==> src/rtl/reloc_pkg.sv <==
package reloc_pkg;
  typedef enum logic {
    SEL_BASE = 1'b0,
    SEL_LEN  = 1'b1
  } cfg_sel_e;
endpackage

==> src/rtl/reloc_rst_sync.sv <==
module reloc_rst_sync #(
  parameter int STAGES = 2
) (
  input  logic clk,
  input  logic rst_n,
  output logic rst_sync_n
);
  logic [STAGES-1:0] chain_q;

  always_ff @(posedge clk or negedge rst_n) begin
    if (!rst_n) chain_q <= '0;
    else        chain_q <= {chain_q[STAGES-2:0], 1'b1};
  end

  assign rst_sync_n = chain_q[STAGES-1];
endmodule

==> src/rtl/reloc_cfg_regs.sv <==
module reloc_cfg_regs
  import reloc_pkg::*;
#(
  parameter int ADDR_W = 32
) (
  input  logic              clk,
  input  logic              rst_n,
  input  logic              cfg_we,
  input  logic              cfg_sel,
  input  logic              cfg_priv,
  input  logic [ADDR_W-1:0] cfg_wdata,
  output logic [ADDR_W-1:0] base_q,
  output logic [ADDR_W-1:0] len_q,
  output logic              cfg_ok_q
);
  logic              wr_ok;
  logic              base_en, len_en;
  logic [ADDR_W-1:0] base_d, len_d;
  logic              cfg_ok_d;
  cfg_sel_e          sel;

  always_comb begin
    sel      = cfg_sel_e'(cfg_sel);
    wr_ok    = cfg_we && cfg_priv;
    base_en  = wr_ok && (sel == SEL_BASE);
    len_en   = wr_ok && (sel == SEL_LEN);
    base_d   = cfg_wdata;
    len_d    = cfg_wdata;
    cfg_ok_d = 1'b1;
  end

  always_ff @(posedge clk or negedge rst_n) begin
    if (!rst_n) begin
      base_q   <= '0;
      len_q    <= '0;
      cfg_ok_q <= 1'b0;
    end else begin
      if (base_en) base_q   <= base_d;
      if (len_en)  len_q    <= len_d;
      if (wr_ok)   cfg_ok_q <= cfg_ok_d;
    end
  end
endmodule

==> src/rtl/reloc_bound.sv <==
module reloc_bound #(
  parameter int ADDR_W = 32
) (
  input  logic [ADDR_W-1:0] base,
  input  logic [ADDR_W-1:0] len,
  input  logic              cfg_ok,
  input  logic [ADDR_W-1:0] vaddr,
  output logic [ADDR_W-1:0] paddr,
  output logic              fault
);
  localparam int SUM_W = ADDR_W + 1;

  logic [SUM_W-1:0] reloc_sum;
  logic [SUM_W-1:0] limit_sum;
  logic             carry_out;
  logic             past_end;

  always_comb begin
    reloc_sum = {1'b0, base} + {1'b0, vaddr};
    limit_sum = {1'b0, base} + {1'b0, len};
    carry_out = reloc_sum[SUM_W-1];
    past_end  = reloc_sum > limit_sum;
    fault     = !cfg_ok || carry_out || past_end;
    paddr     = reloc_sum[ADDR_W-1:0];
  end
endmodule

==> src/rtl/reloc_resp.sv <==
module reloc_resp #(
  parameter int ADDR_W = 32
) (
  input  logic              clk,
  input  logic              rst_n,
  input  logic              req_valid,
  input  logic [ADDR_W-1:0] paddr,
  input  logic              fault,
  output logic              rsp_valid,
  output logic [ADDR_W-1:0] rsp_paddr,
  output logic              rsp_fault,
  output logic              rsp_mem_en
);
  logic              valid_d, fault_d, mem_d;
  logic [ADDR_W-1:0] paddr_d;

  always_comb begin
    valid_d = req_valid;
    fault_d = req_valid && fault;
    mem_d   = req_valid && !fault;
    paddr_d = mem_d ? paddr : '0;
  end

  always_ff @(posedge clk or negedge rst_n) begin
    if (!rst_n) begin
      rsp_valid  <= 1'b0;
      rsp_fault  <= 1'b0;
      rsp_mem_en <= 1'b0;
      rsp_paddr  <= '0;
    end else begin
      rsp_valid  <= valid_d;
      rsp_fault  <= fault_d;
      rsp_mem_en <= mem_d;
      rsp_paddr  <= paddr_d;
    end
  end
endmodule

==> src/rtl/reloc_xlate.sv <==
module reloc_xlate #(
  parameter int ADDR_W = 32
) (
  input  logic              clk,
  input  logic              rst_n,
  input  logic              cfg_we,
  input  logic              cfg_sel,
  input  logic              cfg_priv,
  input  logic [ADDR_W-1:0] cfg_wdata,
  input  logic              req_valid,
  input  logic [ADDR_W-1:0] req_vaddr,
  output logic              rsp_valid,
  output logic [ADDR_W-1:0] rsp_paddr,
  output logic              rsp_fault,
  output logic              rsp_mem_en
);
  logic              rst_sync_n;
  logic [ADDR_W-1:0] base_q, len_q;
  logic              cfg_ok_q;
  logic [ADDR_W-1:0] xl_paddr;
  logic              xl_fault;

  reloc_rst_sync #(.STAGES(2)) u_rst (
    .clk        (clk),
    .rst_n      (rst_n),
    .rst_sync_n (rst_sync_n)
  );

  reloc_cfg_regs #(.ADDR_W(ADDR_W)) u_regs (
    .clk       (clk),
    .rst_n     (rst_sync_n),
    .cfg_we    (cfg_we),
    .cfg_sel   (cfg_sel),
    .cfg_priv  (cfg_priv),
    .cfg_wdata (cfg_wdata),
    .base_q    (base_q),
    .len_q     (len_q),
    .cfg_ok_q  (cfg_ok_q)
  );

  reloc_bound #(.ADDR_W(ADDR_W)) u_bound (
    .base   (base_q),
    .len    (len_q),
    .cfg_ok (cfg_ok_q),
    .vaddr  (req_vaddr),
    .paddr  (xl_paddr),
    .fault  (xl_fault)
  );

  reloc_resp #(.ADDR_W(ADDR_W)) u_resp (
    .clk        (clk),
    .rst_n      (rst_sync_n),
    .req_valid  (req_valid),
    .paddr      (xl_paddr),
    .fault      (xl_fault),
    .rsp_valid  (rsp_valid),
    .rsp_paddr  (rsp_paddr),
    .rsp_fault  (rsp_fault),
    .rsp_mem_en (rsp_mem_en)
  );
endmodule

==> config.mk <==
export PLATFORM = sky130hd
export DESIGN_NAME = reloc_xlate
export DESIGN_NICKNAME = d
export VERILOG_FILES = /design/src/rtl/reloc_pkg.sv /design/src/rtl/reloc_rst_sync.sv /design/src/rtl/reloc_cfg_regs.sv /design/src/rtl/reloc_bound.sv /design/src/rtl/reloc_resp.sv /design/src/rtl/reloc_xlate.sv
export SDC_FILE = /design/constraint.sdc
export NUM_CORES = 1
export LEC_CHECK = 0
export BUFFER_PORTS_ARGS = -buffer_cell sky130_fd_sc_hd__buf_2
export CORE_MARGIN = 2
export CORE_UTILIZATION = 59
export DETAILED_ROUTE_END_ITERATION = 8
export PLACE_DENSITY_LB_ADDON = 0.12
export SLEW_MARGIN = 20
export SYNTH_ARGS = -nofsm -noshare
export SYNTH_HDL_FRONTEND = slang
export SYNTH_SLANG_ARGS = --single-unit
==> constraint.sdc <==
create_clock -name clk -period 4 [get_ports clk]
set_clock_uncertainty 0.15 [all_clocks]
set_input_delay 0.2 -clock clk [delete_from_list [all_inputs] [get_ports clk]]
set_output_delay 0.2 -clock clk [all_outputs]
set_load 0.01 [all_outputs]
# Word-level counts from Yosys, hierarchy flattened
# Cells that the tools add are included.
# word_totals
wordCells	22
output_inout_bits	35
in_bits	70
ff_bits	102
# op_classes
addsub	2
bitwise	1
mux	1
n_lt_le_gt_ge	1
reduce_logical	9
# op_table
operator	n
$add 32x32->33	2
$gt 33x33->1	1
$mux 32	1
$logic_and 1x1->1	5
$logic_not 1->1	2
$logic_or 1x1->1	2
$not 1->1	1

# Depth between registers and ports, before layout
# Gate-level depths: netlist of run 1.
# depth
word_depth	6
mapped_depth	21
depth_no_buf	21

# Modules after synthesis
# From an unflattened synthesis of run 1, not the netlist that was laid out.
# hier_totals
cells_unflattened	788
area_unflattened_um2	7998.9
# modules_own_cells
module	instances	seq_area_each_um2	cells_each	area_each_um2
reloc_bound	1	0.0	572	4200.3
reloc_cfg_regs	1	1626.6	138	2546.2
reloc_resp	1	875.8	75	1198.6
reloc_rst_sync	1	50.0	3	53.8

# Least setup slack after synthesis of run 1
# OpenSTA, ideal clock, no wires.
# synth_timing
kind	register to register
start	register u_regs.base_q[0]
end	register u_resp.rsp_paddr[7]
stages_incl_launch_ff	21
t_arrival_ns	4.118
n_path_buf	0
setup_ns	0.095
setup_slack_ns	-0.363
period_less_slack_ns	4.363
required_ns	3.755
path_cell_list	dfrtp_1 > ha_1 > fa_1 > a211oi_1 > o21ai_1 > a31oi_1 > a21oi_1 > a21o_1 > a21o_1 > a21oi_1 > xor2_1 > ha_1 > a21o_1 > a21o_1 > a21oi_1 > o2111ai_1 > a21oi_1 > o211ai_1 > nand2_1 > nand3_1 > a211oi_1
# synth_between
elab_chain_cells	6
elab_cells_between_ends	8
cone_classes	add/sub (2); order compare (1); mux (1); reduce/logical (4)
# synth_rtl
item	line	rtl
start, declared	reloc_cfg_regs.sv:12	output logic [ADDR_W-1:0] base_q,
start signal, assigned	reloc_cfg_regs.sv:38	if (base_en) base_q <= base_d;
$add 32x32->33, on equally long branches	reloc_bound.sv:19, reloc_bound.sv:20	
$gt 33x33->1 / $logic_or 1x1->1 (equally long branches)	reloc_bound.sv:22, reloc_bound.sv:23	
$logic_or 1x1->1	reloc_bound.sv:23	fault = !cfg_ok || carry_out || past_end;
$logic_not 1->1	reloc_resp.sv:20	mem_d = req_valid && !fault;
$logic_and 1x1->1	reloc_resp.sv:20	
$mux 32 *	reloc_resp.sv:21	paddr_d = mem_d ? paddr : '0;
named net u_resp.paddr_d[7]	reloc_resp.sv:15	logic [ADDR_W-1:0] paddr_d;
end signal, assigned	reloc_resp.sv:34	rsp_paddr <= paddr_d;
end, declared	reloc_resp.sv:10	output logic [ADDR_W-1:0] rsp_paddr,
# Mark *: on every way through the listed nets, which the timed path passes. The rest lies on a longest branch.
# A chain may end at the register's enable or synchronous reset.

# Worst setup path in the final report of run 1
# layout_timing
start	register u_regs.len_q[0]
end	register u_resp.rsp_paddr[16]
# layout_between
elab_chain_cells	6
# layout_rtl
item	line	rtl
start, declared	reloc_cfg_regs.sv:13	output logic [ADDR_W-1:0] len_q,
start signal, assigned	reloc_cfg_regs.sv:39	if (len_en) len_q <= len_d;
$add 32x32->33	reloc_bound.sv:20	limit_sum = {1'b0, base} + {1'b0, len};
$gt 33x33->1	reloc_bound.sv:22	past_end = reloc_sum > limit_sum;
$logic_or 1x1->1	reloc_bound.sv:23	
$logic_not 1->1	reloc_resp.sv:20	
$logic_and 1x1->1	reloc_resp.sv:20	
$mux 32	reloc_resp.sv:21	
named net u_resp.paddr_d[16]	reloc_resp.sv:15	
# The timed path passes the listed nets, and every way through them passes these cells.

==> flow_summary.yaml, run 1 <==
run_status:
  status: "finished with violations"
  violations: "setup timing"
synthesis:
  synth-edff-count: 0
  async_reset_ff_share_pct: 100
  ys_ff_latch: 102
  syn-num-nets: 925
  yosys_warnings: 0
  netlist_instances: 756
  syn_avg_cell_area_um2: 10.1
  synth_flop_cell: "dfrtp_1"
  syn_area_um2: 7620
  synth_cell_types: 62
  synth-seq-area-share_pct: 33.5
global_route:
  grt_antenna_before_repair: 0
  grt_max_degree: 72
  grt.total_usage_pct: 32.0
  grt_pass1_wl_um: 35600
  grt_pass1_vias: 7387
  grt-ovfl-total: 0
cts:
  cts_made_buffers: 9
  htree_levels: 3
  clk_latency_ns: 0.36
  cts_root_buf: "clkbuf_16"
  cts_tree: "done"
  clkTransAtPathRegs_ns: 0.07
  clkSinkCount: 102
  cts.path.max_buffers: 2
setup_path:
  required_ns: 4.09
  max_stage_delay_ns: 0.39
  cp_max_fo: 5
  path_delay_family: "compound AO/OA/AOI/OAI gates"
  path_cells: "ha_2, fa_2, a211oi_4, o21ai_2, a31oi_2, a211oi_2, o21ai_2, a31oi_4, a31oi_1, buf_4, nor4bb_4, a211oi_4, ha_4, buf_6, nand4_1, nor4_2, mux2i_1, nand2_2, clkbuf_16, and4_1"
  worst-path-buf-inv: 3
  cp-start-kind: "flip-flop"
  arrival_ns: 4.71
  end_kind: "flip-flop"
  path_class: "flip-flop to flip-flop"
  crit_path_top_delay_cell: "dfrtp_1"
floorplan:
  die-width_um: 118
  die_height_um: 118
  row_count: 41
  start_util_pct: 60.4
  die_area_um2: 13800
  io_pins: 105
  fp.coreArea_um2: 12600
cells_and_area:
  layout.cells.non_filler: 1202
  drive_gt1_share_pct: 37.8
  fillers: 785
  antenna_cells: 0
  nNetsFinal: 1194
  area_growth_pct: 35.6
timing:
  min_period_ns: 4.62
  finalSetupViolations: 34
  relSlewSlack_pct: 38.2
  fin_ws_ns: -0.624
  final_max_slew_viol_count: 0
  fin_crit_sh_pct: 116
  rsz0062_at_grt: "true"
  fmax_mhz: 216
  fin_setup_tns_ns: -19.78
  hold_viol: 0
  tightest_slew_ns: 0.927
placed_design:
  port_buffers: 104
  place.gp.congestion: 0.958
  placed_cells: 1136
  hpwlAfterDp_um: 16700
power_and_ir_drop:
  leakage_nw: 5.07
  pwr_density_cell_nw_per_um2: 667
  max-vdd-ir-drop_mv: 0.406
routing:
  route.detailed.drc: 0
  drt_pre_antenna_iters: 5
  vias: 7134
  ant_nets: 0
  wl_per_cell_um: 18.7
  drt_iter0_drc: 444
  routed_wl_um: 22500
  viasPerCell: 5.94
flow_run:
  cap_viol_max_count: 0
worst_hold_path:
  hold_class: "primary input to flip-flop"
through the flow:
| stage | total power [mW] | utilization [%] | worst slack, ns | hold WS (ns) | area (µm²) |
|---|---|---|---|---|---|
| final | 6.90 | 82.0 | -0.624 | 0.0831 | 10300 |
| after global routing | 7.37 | 82.0 | -0.831 | 0.0944 | 10300 |
| after CTS | 6.44 | 79.8 | -0.514 | 0.0465 | 10100 |
| after detailed placement | 5.44 | 73.9 | -0.778 | -0.160 | 9330 |
| after global placement | 5.29 | 73.9 | -0.571 | -0.164 | 9330 |
| after floorplan | 3.97 | - | -0.0462 | -0.246 | 7730 |
synth_stat cells, types with 9 or more instances:
master | instances | area share, %
dfrtp_1 | 102 | 33
ha_1 | 97 | 16
clkbuf_1 | 17 | 0.84
xnor2_1 | 28 | 3.2
o21ai_0 | 29 | 1.9
a211oi_1 | 10 | 0.98
nor3_1 | 11 | 0.72
nand3_1 | 21 | 1.4
nor2_1 | 35 | 1.7
o21bai_1 | 9 | 0.89
nand4_1 | 10 | 0.82
o21a_1 | 13 | 1.3
xor2_1 | 26 | 3.0
inv_1 | 20 | 0.98
a21oi_1 | 70 | 4.6
mux2_2 | 64 | 9.5
and4_1 | 26 | 3.0
a21o_1 | 37 | 3.6
nand2_1 | 31 | 1.5
nor2b_1 | 12 | 0.98
layer usage:
metal / track usage [%] / vias to the layer above / share of wire [%]
met4: 10.0 / 0 / 2.2
met3: 6.20 / 44 / 5.9
met1: 39.3 / 3465 / 41
met2: 56.6 / 244 / 51
met5: 0 / - / 0
li1: - / 3381 / -
flip-flops by register name (all words and copies together) (netlist names):
register / flops
u_regs.len_q: 32
u_resp.rsp_fault: 1
u_resp.rsp_paddr: 32
u_regs.base_q: 32
u_resp.rsp_mem_en: 1
u_regs.cfg_ok_q: 1
u_rst.chain_q: 2
u_resp.rsp_valid: 1
layout by cell type (no fill, tap or decap), types with 5 or more instances in the layout:
master	count
a211oi_2	5
a21o_1	37
nor4_1	5
nor2_1	33
xor2_1	25
o21bai_1	9
nor2b_1	12
o21ai_1	8
ha_1	90
buf_6	5
dfrtp_1	99
o21a_1	12
a31oi_1	5
nand2_1	30
and3_1	6
mux2_2	64
nand4_1	10
a21oi_2	12
nor3_1	9
dlygate4sd3_1	36
a21oi_1	61
o21ai_0	24
and4_1	26
buf_2	104
nand3_1	20
buf_4	133
clkbuf_16	10
inv_1	19
xnor2_1	27
ha_4	5
report_power, final:
part | total (mW) | internal [mW] | switching, mW
combinational | 4.59 | 2.24 | 2.35
sequential | 1.46 | 1.29 | 0.172
clock | 0.849 | 0.459 | 0.390
worst reg2reg max path, delay by kind of cell (launching register included):
family | cells | cell delay (ns)
AND/OR/NAND/NOR | 5 | 0.94
flip-flops | 1 | 0.39
buffers and inverters | 3 | 0.47
adder cells (fa/ha/maj) | 3 | 0.76
AO/OA/AOI/OAI | 8 | 1.55
multiplexers | 1 | 0.25
cells by family after synthesis:
kind of cell,Yosys count,synth area share [%]
AOI/OAI and AO/OA,214,18.7
and+or+nand+nor,177,13.1
DFF,102,33.5
adders and majority gates,99,16.4
muxes,67,9.85
xor gates and xnor gates,54,6.20
buffers and inverters,42,2.10
other,1,0.0492
final timing paths:
kind                                       start  slack, ns  cells after the start                    to
max in group asynchronous       u_rst.chain_q[1]       2.43                      1      u_regs.base_q[4]
worst min-delay path                   req_valid       0.08                      1      u_resp.rsp_valid
worst max-delay path             u_regs.len_q[0]      -0.62                     20  u_resp.rsp_paddr[16]
worst max register to register   u_regs.len_q[0]      -0.62                     20  u_resp.rsp_paddr[16]
min in group asynchronous       u_rst.chain_q[1]       0.31                      0  u_resp.rsp_paddr[29]
worst min register to register  u_rst.chain_q[0]       0.20                      0      u_rst.chain_q[1]
area by class of cell:
| cell class | instances | area [µm²] | share of cell area [%] |
|---|---|---|---|
| clock buffer | 14 | 264 | 2.55 |
| clock inverter | 2 | 16.3 | 0.157 |
| inverter | 20 | 75.1 | 0.726 |
| multi-input combinational | 612 | 5230 | 50.6 |
| sequential | 102 | 2560 | 24.7 |
| tap | 172 | 215 | 2.08 |
| timing repair buffer | 280 | 1980 | 19.2 |
timing repair:
action                                  4_1_cts  5_1_grt
resized for setup                            12       41
hold buffers                                 36        0
gates cloned                                  0        2
endpoints found under the hold margin        67        0
endpoints found under the setup margin       34       34
setup buffers                                 6        6
pin swaps                                    15       35
Power figures use the tool's default switching activity.
==> run 2: changes to the inputs <==
--- a/config.mk
+++ b/config.mk
@@ -10,6 +10,7 @@
 export CORE_UTILIZATION = 59
 export DETAILED_ROUTE_END_ITERATION = 8
 export PLACE_DENSITY_LB_ADDON = 0.12
+export REMOVE_ABC_BUFFERS = 1
 export SLEW_MARGIN = 20
 export SYNTH_ARGS = -nofsm -noshare
 export SYNTH_HDL_FRONTEND = slang
==> run 2 against run 1 <==
- the flow still finishes with violations (setup timing)
- via count increased by 1.3%
- final area increased by 1.6%
- wire length increased by 1.9%
- utilization increased by 1.3 points
- clock power increased by 4.7%
- final cell count increased by 1.4%
- clock-buffer cell count decreased by 4
- total power increased by 2.8%
- first-iteration DRC count increased by 16%
- setup slack improved by 0.021 ns
- highest routed layer unchanged
==> flow_summary.yaml, run 2 (same netlist as run 1, synthesis figures left out) <==
run_status:
  status: "finished with violations"
  violations: "setup timing"
placed_design:
  port_buffers: 104
  hpwlAfterDp_um: 16600
  place.gp.congestion: 0.936
  dpl_worst_slack_ns: -0.842
timing:
  fmax_mhz: 217
  hold_viol: 0
  relSlewSlack_pct: 43.1
  min_period_ns: 4.60
  fin_setup_tns_ns: -19.47
  fin_crit_sh_pct: 115
  rsz0062_at_grt: "true"
  fin_ws_ns: -0.603
  tightest_slew_ns: 0.854
  final_max_slew_viol_count: 0
  hold_ws_ns: 0.0714
  finalSetupViolations: 34
cells_and_area:
  fillers: 735
  final_common_cell: "buf_4"
  antenna_cells: 0
  area_growth_pct: 37.9
  regArea_um2: 2560
  drive_gt1_share_pct: 39.2
  multi_input_area_um2: 5240
  final_cell_mix: "buf_4 (150), buf_2 (104), dfrtp_1 (100)"
  reg.largest.list: "u_regs.base_q: 32 flops, u_regs.len_q: 32 flops, u_resp.rsp_paddr: 32 flops"
  nNetsFinal: 1211
global_route:
  grt.busiest_layer: "met2"
  grt_pass1_vias: 7379
  gr-usage-met3_pct: 4.80
  grt_pass1_wl_um: 36100
  grt_use_met2_pct: 57.7
  grt_max_degree: 66
  grt_antenna_before_repair: 0
  grt-ovfl-total: 0
  grt_util_met1_pct: 40.8
  grt.total_usage_pct: 32.6
setup_path:
  rr_worst_depth: 20
  end_kind: "flip-flop"
  arrival_ns: 4.70
  reg2reg_from: "u_regs.base_q[1]"
  r2r_end: "u_resp.rsp_paddr[9]"
  crit_path_top_delay_cell: "dfrtp_1"
  required_ns: 4.10
  cp-start-kind: "flip-flop"
  path_cells: "buf_4, ha_1, a21oi_1, nand4b_1, a21oi_2, nor4b_4, o31ai_2, a211oi_2, nor3_2, a221oi_2, xor2_1, ha_1, and3_1, nand3_2, nor4_4, mux2i_1, nand2_1, buf_6, buf_12, and4_1"
  crit_top_cell: "ha_1"
  max_stage_delay_ns: 0.39
  path_delay_family: "simple AND/OR/NAND/NOR gates"
  cp_max_fo: 5
  path_class: "flip-flop to flip-flop"
  worst-path-buf-inv: 3
  cp_num_cells: 20
  rrSetupSlack_ns: -0.60
flow_run:
  cap_viol_max_count: 0
floorplan:
  io_pins: 105
  die-width_um: 118
  start_util_pct: 60.4
  die_height_um: 118
  row_count: 41
  die_area_um2: 13800
  fp.coreArea_um2: 12600
routing:
  vias: 7224
  drt_iter0_drc: 517
  route.detailed.drc: 0
  ant_nets: 0
  drt_pre_antenna_iters: 5
  routed_wl_um: 22900
  viasPerCell: 5.93
  wl_per_cell_um: 18.8
worst_hold_path:
  min_path_cells: 1
  hp-start: "req_valid"
  hold_class: "primary input to flip-flop"
  holdPathEnd: "u_resp.rsp_valid"
cts:
  clkSinkCount: 102
  cts_tree: "done"
  cts_root_buf: "clkbuf_16"
  cts_made_buffers: 9
  clk_latency_ns: 0.37
  htree_levels: 3
  cts.path.max_buffers: 2
  clkTransAtPathRegs_ns: 0.08
power_and_ir_drop:
  max-vdd-ir-drop_mv: 0.392
  pwr_density_cell_nw_per_um2: 674
  total_power_mw: 7.09
  leakage_nw: 5.16
## run 2: stage by stage
step,instance area (µm²),utilization (%),std cells
3_3_place_gp,9370,74.2,1153
5_1_grt,10500,83.3,1219
2_1_floorplan,7540,-,734
4_1_cts,10300,81.9,1214
6_report,10500,83.3,1219
3_5_place_dp,9370,74.2,1153
## run 2: cell type report
class	instances	share of cell area, %
timing repair buffer	297	20.2
inverter	20	0.714
clock inverter	6	0.524
tap	172	2.05
sequential	102	24.3
multi-input combinational	612	49.9
clock buffer	10	2.27
## run 2: worst max path at each step
| stage | slack, ns | end | startpoint |
|---|---|---|---|
| after floorplan | -0.60 | u_resp.rsp_paddr[7] | u_regs.base_q[0] |
| after global placement | -0.66 | u_resp.rsp_paddr[31] | u_regs.base_q[0] |
| after detailed placement | -0.84 | u_resp.rsp_paddr[2] | u_regs.base_q[0] |
| after CTS | -0.51 | u_resp.rsp_paddr[31] | u_regs.len_q[3] |
| after global routing | -0.80 | u_resp.rsp_paddr[21] | u_regs.base_q[1] |
| final | -0.60 | u_resp.rsp_paddr[9] | u_regs.base_q[1] |
## run 2: per-layer routing
metal	share of wire, %	wire length, µm	vias to the layer above
met5	0	0	-
met4	2.8	637	0
met3	5.3	1220	64
met2	50	11500	279
met1	42	9560	3475
li1	-	-	3406
## run 2: what timing repair did
action,4_1_cts,5_1_grt
resized for setup,43,28
endpoints found under the hold margin,67,0
buffers inserted,7,5
pin swaps,42,28
gates cloned,2,0
setup endpoints to repair,34,34
hold buffers,36,0
## run 2: worst register-to-register path: stages, from the launching register on
cell and delay (ns):
dfrtp_1 0.39, buf_4 0.16, ha_1 0.29, a21oi_1 0.25, nand4b_1 0.27, a21oi_2 0.12, nor4b_4 0.29, o31ai_2 0.10
a211oi_2 0.34, nor3_2 0.10, a221oi_2 0.31, xor2_1 0.12, ha_1 0.33, and3_1 0.17, nand3_2 0.10, nor4_4 0.16
mux2i_1 0.21, nand2_1 0.11, buf_6 0.16, buf_12 0.13, and4_1 0.21
## run 2: power breakdown
part | switching [mW] | total (mW) | internal (mW)
Sequential | 0.171 | 1.46 | 1.29
Clock | 0.439 | 0.889 | 0.450
Combinational | 2.37 | 4.74 | 2.37
Total | 2.98 | 7.09 | 4.11
==> run 3: changes to the inputs <==
--- a/config.mk
+++ b/config.mk
@@ -5,9 +5,11 @@
 export SDC_FILE = /design/constraint.sdc
 export NUM_CORES = 1
 export LEC_CHECK = 0
+export ABC_AREA = 1
 export BUFFER_PORTS_ARGS = -buffer_cell sky130_fd_sc_hd__buf_2
 export CORE_MARGIN = 2
-export CORE_UTILIZATION = 59
+export CORE_UTILIZATION = 61
+export CTS_BUF_LIST = sky130_fd_sc_hd__clkbuf_4
 export DETAILED_ROUTE_END_ITERATION = 8
 export PLACE_DENSITY_LB_ADDON = 0.12
 export REMOVE_ABC_BUFFERS = 1
==> run 3 against run 2 <==
- the run now ends clean
- sequential share of layout area increased by 1.5 points
- non-clock buffer count decreased by 148
- flip-flop and latch count unchanged
- area after synthesis increased by 11%
- setup slack improved by 0.77 ns
- first-iteration DRC count increased by 51%
- total power decreased by 29%
- global-route usage decreased by 0.18 points
- utilization decreased by 11 points
- maximum frequency increased by 20%
- sequential power about the same
- die area increased by 7.3%
- critical path type unchanged
- critical endpoint is now u_resp.rsp_paddr[21]
==> flow_summary.yaml, run 3 <==
placed_design:
  port_buffers: 104
  place.gp.congestion: 1.02
  hpwlAfterDp_um: 18800
global_route:
  grt.total_usage_pct: 32.4
  grt_antenna_before_repair: 0
  grt-ovfl-total: 0
  gr-usage-met3_pct: 5.38
  grt_util_met1_pct: 46.8
  grt_pass1_vias: 7729
  grt_max_degree: 77
  grt_pass1_wl_um: 37100
  grt_use_met2_pct: 49.6
  grt.busiest_layer: "met2"
cells_and_area:
  fin_util_pct: 72.1
  drive_gt1_share_pct: 14.9
  regArea_um2: 2560
  antenna_cells: 0
  final_cell_mix: "nand2_1 (343), inv_1 (164), buf_2 (104)"
  nNetsFinal: 1531
  fillers: 1193
  reg.largest.list: "u_regs.base_q: 32 flops, u_regs.len_q: 32 flops, u_resp.rsp_paddr: 32 flops"
  multi_input_area_um2: 5350
  area_growth_pct: 16.7
  final_common_cell: "nand2_1"
synthesis:
  synth_area_leaders: "dfrtp_1 (30%), nand2_1 (15%), ha_1 (14%)"
  synth-seq-area-share_pct: 30.1
  synthTopCellsByCount: "nand2_1 (350), inv_1 (164), dfrtp_1 (102), nor2_1 (102), ha_1 (97)"
  yosys.area.top_type: "dfrtp_1"
  synth_flop_cell: "dfrtp_1"
  synth_top_area_share_pct: 30.1
  syn_avg_cell_area_um2: 6.96
  yosys_warnings: 0
  netlist_instances: 1218
  ys_ff_latch: 102
  synth_most_common_cell: "nand2_1"
  synth-edff-count: 0
  synth_cell_types: 35
  async_reset_ff_share_pct: 100
  syn_area_um2: 8480
floorplan:
  io_pins: 105
  die-width_um: 122
  start_util_pct: 61.8
  die_height_um: 122
  row_count: 43
  die_area_um2: 14900
  fp.coreArea_um2: 13700
setup_path:
  end_kind: "flip-flop"
  arrival_ns: 4.09
  required_ns: 4.26
  worst-path-buf-inv: 2
  max_stage_delay_ns: 0.48
  path_class: "flip-flop to flip-flop"
  crit_path_top_delay_cell: "dfrtp_1"
  cp-start-kind: "flip-flop"
  crit_top_cell: "nand2_1"
  r2r_end: "u_resp.rsp_paddr[21]"
  reg2reg_from: "u_regs.base_q[11]"
  path_cells: "ha_1, a21oi_1, o21bai_1, a21oi_1, nand3_1, xnor2_1, inv_1, ha_1, nand2_1, nand2_1, nand2_1, nand2_1, nand2_1, nand2_1, nand2_1, nand2_1, nor2_1, nand2_1, nand2_2, nand3_4, buf_12, nor2_2"
  rr_worst_depth: 22
  path_delay_family: "simple AND/OR/NAND/NOR gates"
  rrSetupSlack_ns: 0.17
  cp_max_fo: 17
routing:
  viasPerCell: 5.49
  vias: 8487
  ant_nets: 0
  routed_wl_um: 23800
  drt_pre_antenna_iters: 6
  wl_per_cell_um: 15.4
  route.detailed.drc: 0
  drt_iter0_drc: 781
power_and_ir_drop:
  max-vdd-ir-drop_mv: 0.290
  pwr_density_cell_nw_per_um2: 507
  leakage_nw: 5.39
  total_power_mw: 5.01
worst_hold_path:
  hp-start: "req_vaddr[30]"
  hold_class: "primary input to flip-flop"
  holdPathEnd: "u_resp.rsp_paddr[30]"
  min_path_cells: 5
timing:
  final_max_slew_viol_count: 0
  tightest_slew_ns: 1.05
  hold_viol: 0
  relSlewSlack_pct: 29.7
  fmax_mhz: 261
  fin_setup_tns_ns: 0
  finalSetupViolations: 0
  fin_crit_sh_pct: 95.7
  min_period_ns: 3.83
cts:
  clk_latency_ns: 0.49
  clkTransAtPathRegs_ns: 0.17
  clkSinkCount: 102
  cts_made_buffers: 9
  cts.path.max_buffers: 2
  cts_tree: "done"
  htree_levels: 3
  cts_root_buf: "clkbuf_4"
run_status:
  status: "finished, final reports clean"
flow_run:
  cap_viol_max_count: 0
==> run 3: changes by cell type after synthesis, sizes merged, moves of 9 or more <==
cell	previous run	this run
a211oi	11	0
a21o	37	8
a21oi	74	84
and4	26	0
inv	20	168
mux2	64	0
nand2	31	356
nand3	21	43
nand3b	4	13
nor2	35	133
nor2b	12	0
o21ai	36	95
xor2	26	14
==> run 3: worst max-delay path by stage <==
stage | to | depth (start not counted) | start | slack, ns
after detailed placement | u_resp.rsp_paddr[13] | 22 | u_regs.base_q[0] | 0.09
final | u_resp.rsp_paddr[21] | 22 | u_regs.base_q[11] | 0.17
after floorplan | u_resp.rsp_paddr[0] | 23 | u_regs.base_q[0] | 0.53
after CTS | u_resp.rsp_paddr[13] | 22 | u_regs.base_q[0] | 0.01
after global placement | u_resp.rsp_paddr[1] | 22 | u_regs.base_q[0] | 0.16
after global routing | u_resp.rsp_paddr[13] | 22 | u_regs.base_q[11] | -0.06
==> run 3: cell families (layout without fill, tap and decap cells) <==
family,count (synthesis),count (layout),share of synthesized area (%)
AO/OA/AOI/OAI,210,210,13.3
XOR/XNOR,39,39,4.03
adder cells (fa/ha/maj),99,99,14.8
buffers and inverters,184,333,8.41
flip-flops,102,102,30.1
other,1,1,0.0442
AND/OR/NAND/NOR,583,583,29.3
==> run 3: routing by layer <==
layer | vias to the layer above | part of all wire, %
met5 | - | 0
li1 | 4231 | -
met4 | 0 | 2.5
met3 | 44 | 7.8
met1 | 3892 | 46
met2 | 320 | 44
==> run 3: cell type report <==
class                      count  share of cell area (%)
clock buffer                   9                   0.683
inverter                     168                    6.37
multi-input combinational    932                    54.0
tap                          180                    2.28
timing repair buffer         149                    9.97
sequential                   102                    25.9
clock inverter                 7                   0.797
==> run 3: through the flow <==
step	setup WS [ns]	hold WS (ns)	cells	instance area (µm²)
2_1_floorplan	0.527	-0.246	1202	8390
3_3_place_gp	0.161	-0.166	1490	9190
3_5_place_dp	0.0915	-0.163	1490	9190
4_1_cts	0.0135	0.0534	1545	9730
5_1_grt	-0.0564	0.0976	1547	9890
6_report	0.170	0.0805	1547	9890
==> run 3: worst reg2reg max path: cells and delay by family (launching register included) <==
| kind | cells | cell delay, ns |
|---|---|---|
| AND/OR/NAND/NOR | 14 | 1.08 |
| AO/OA/AOI/OAI | 3 | 0.70 |
| adder cells (fa/ha/maj) | 2 | 0.69 |
| flip-flops | 1 | 0.48 |
| XOR/XNOR | 1 | 0.38 |
| buffers and inverters | 2 | 0.28 |
==> run 3: repair_timing <==
action                                 in CTS  in global routing
setup buffers                               0                  1
endpoints found under the hold margin      71                  0
gates resized for setup                     0                 33
hold buffers                               39                  0
setup endpoints to repair                   0                 34
==> run 3: where the power goes <==
group          switching [mW]  internal [mW]  total [mW]
clock network           0.383          0.198       0.582
logic                    1.85           1.15        3.00
registers               0.172           1.26        1.43
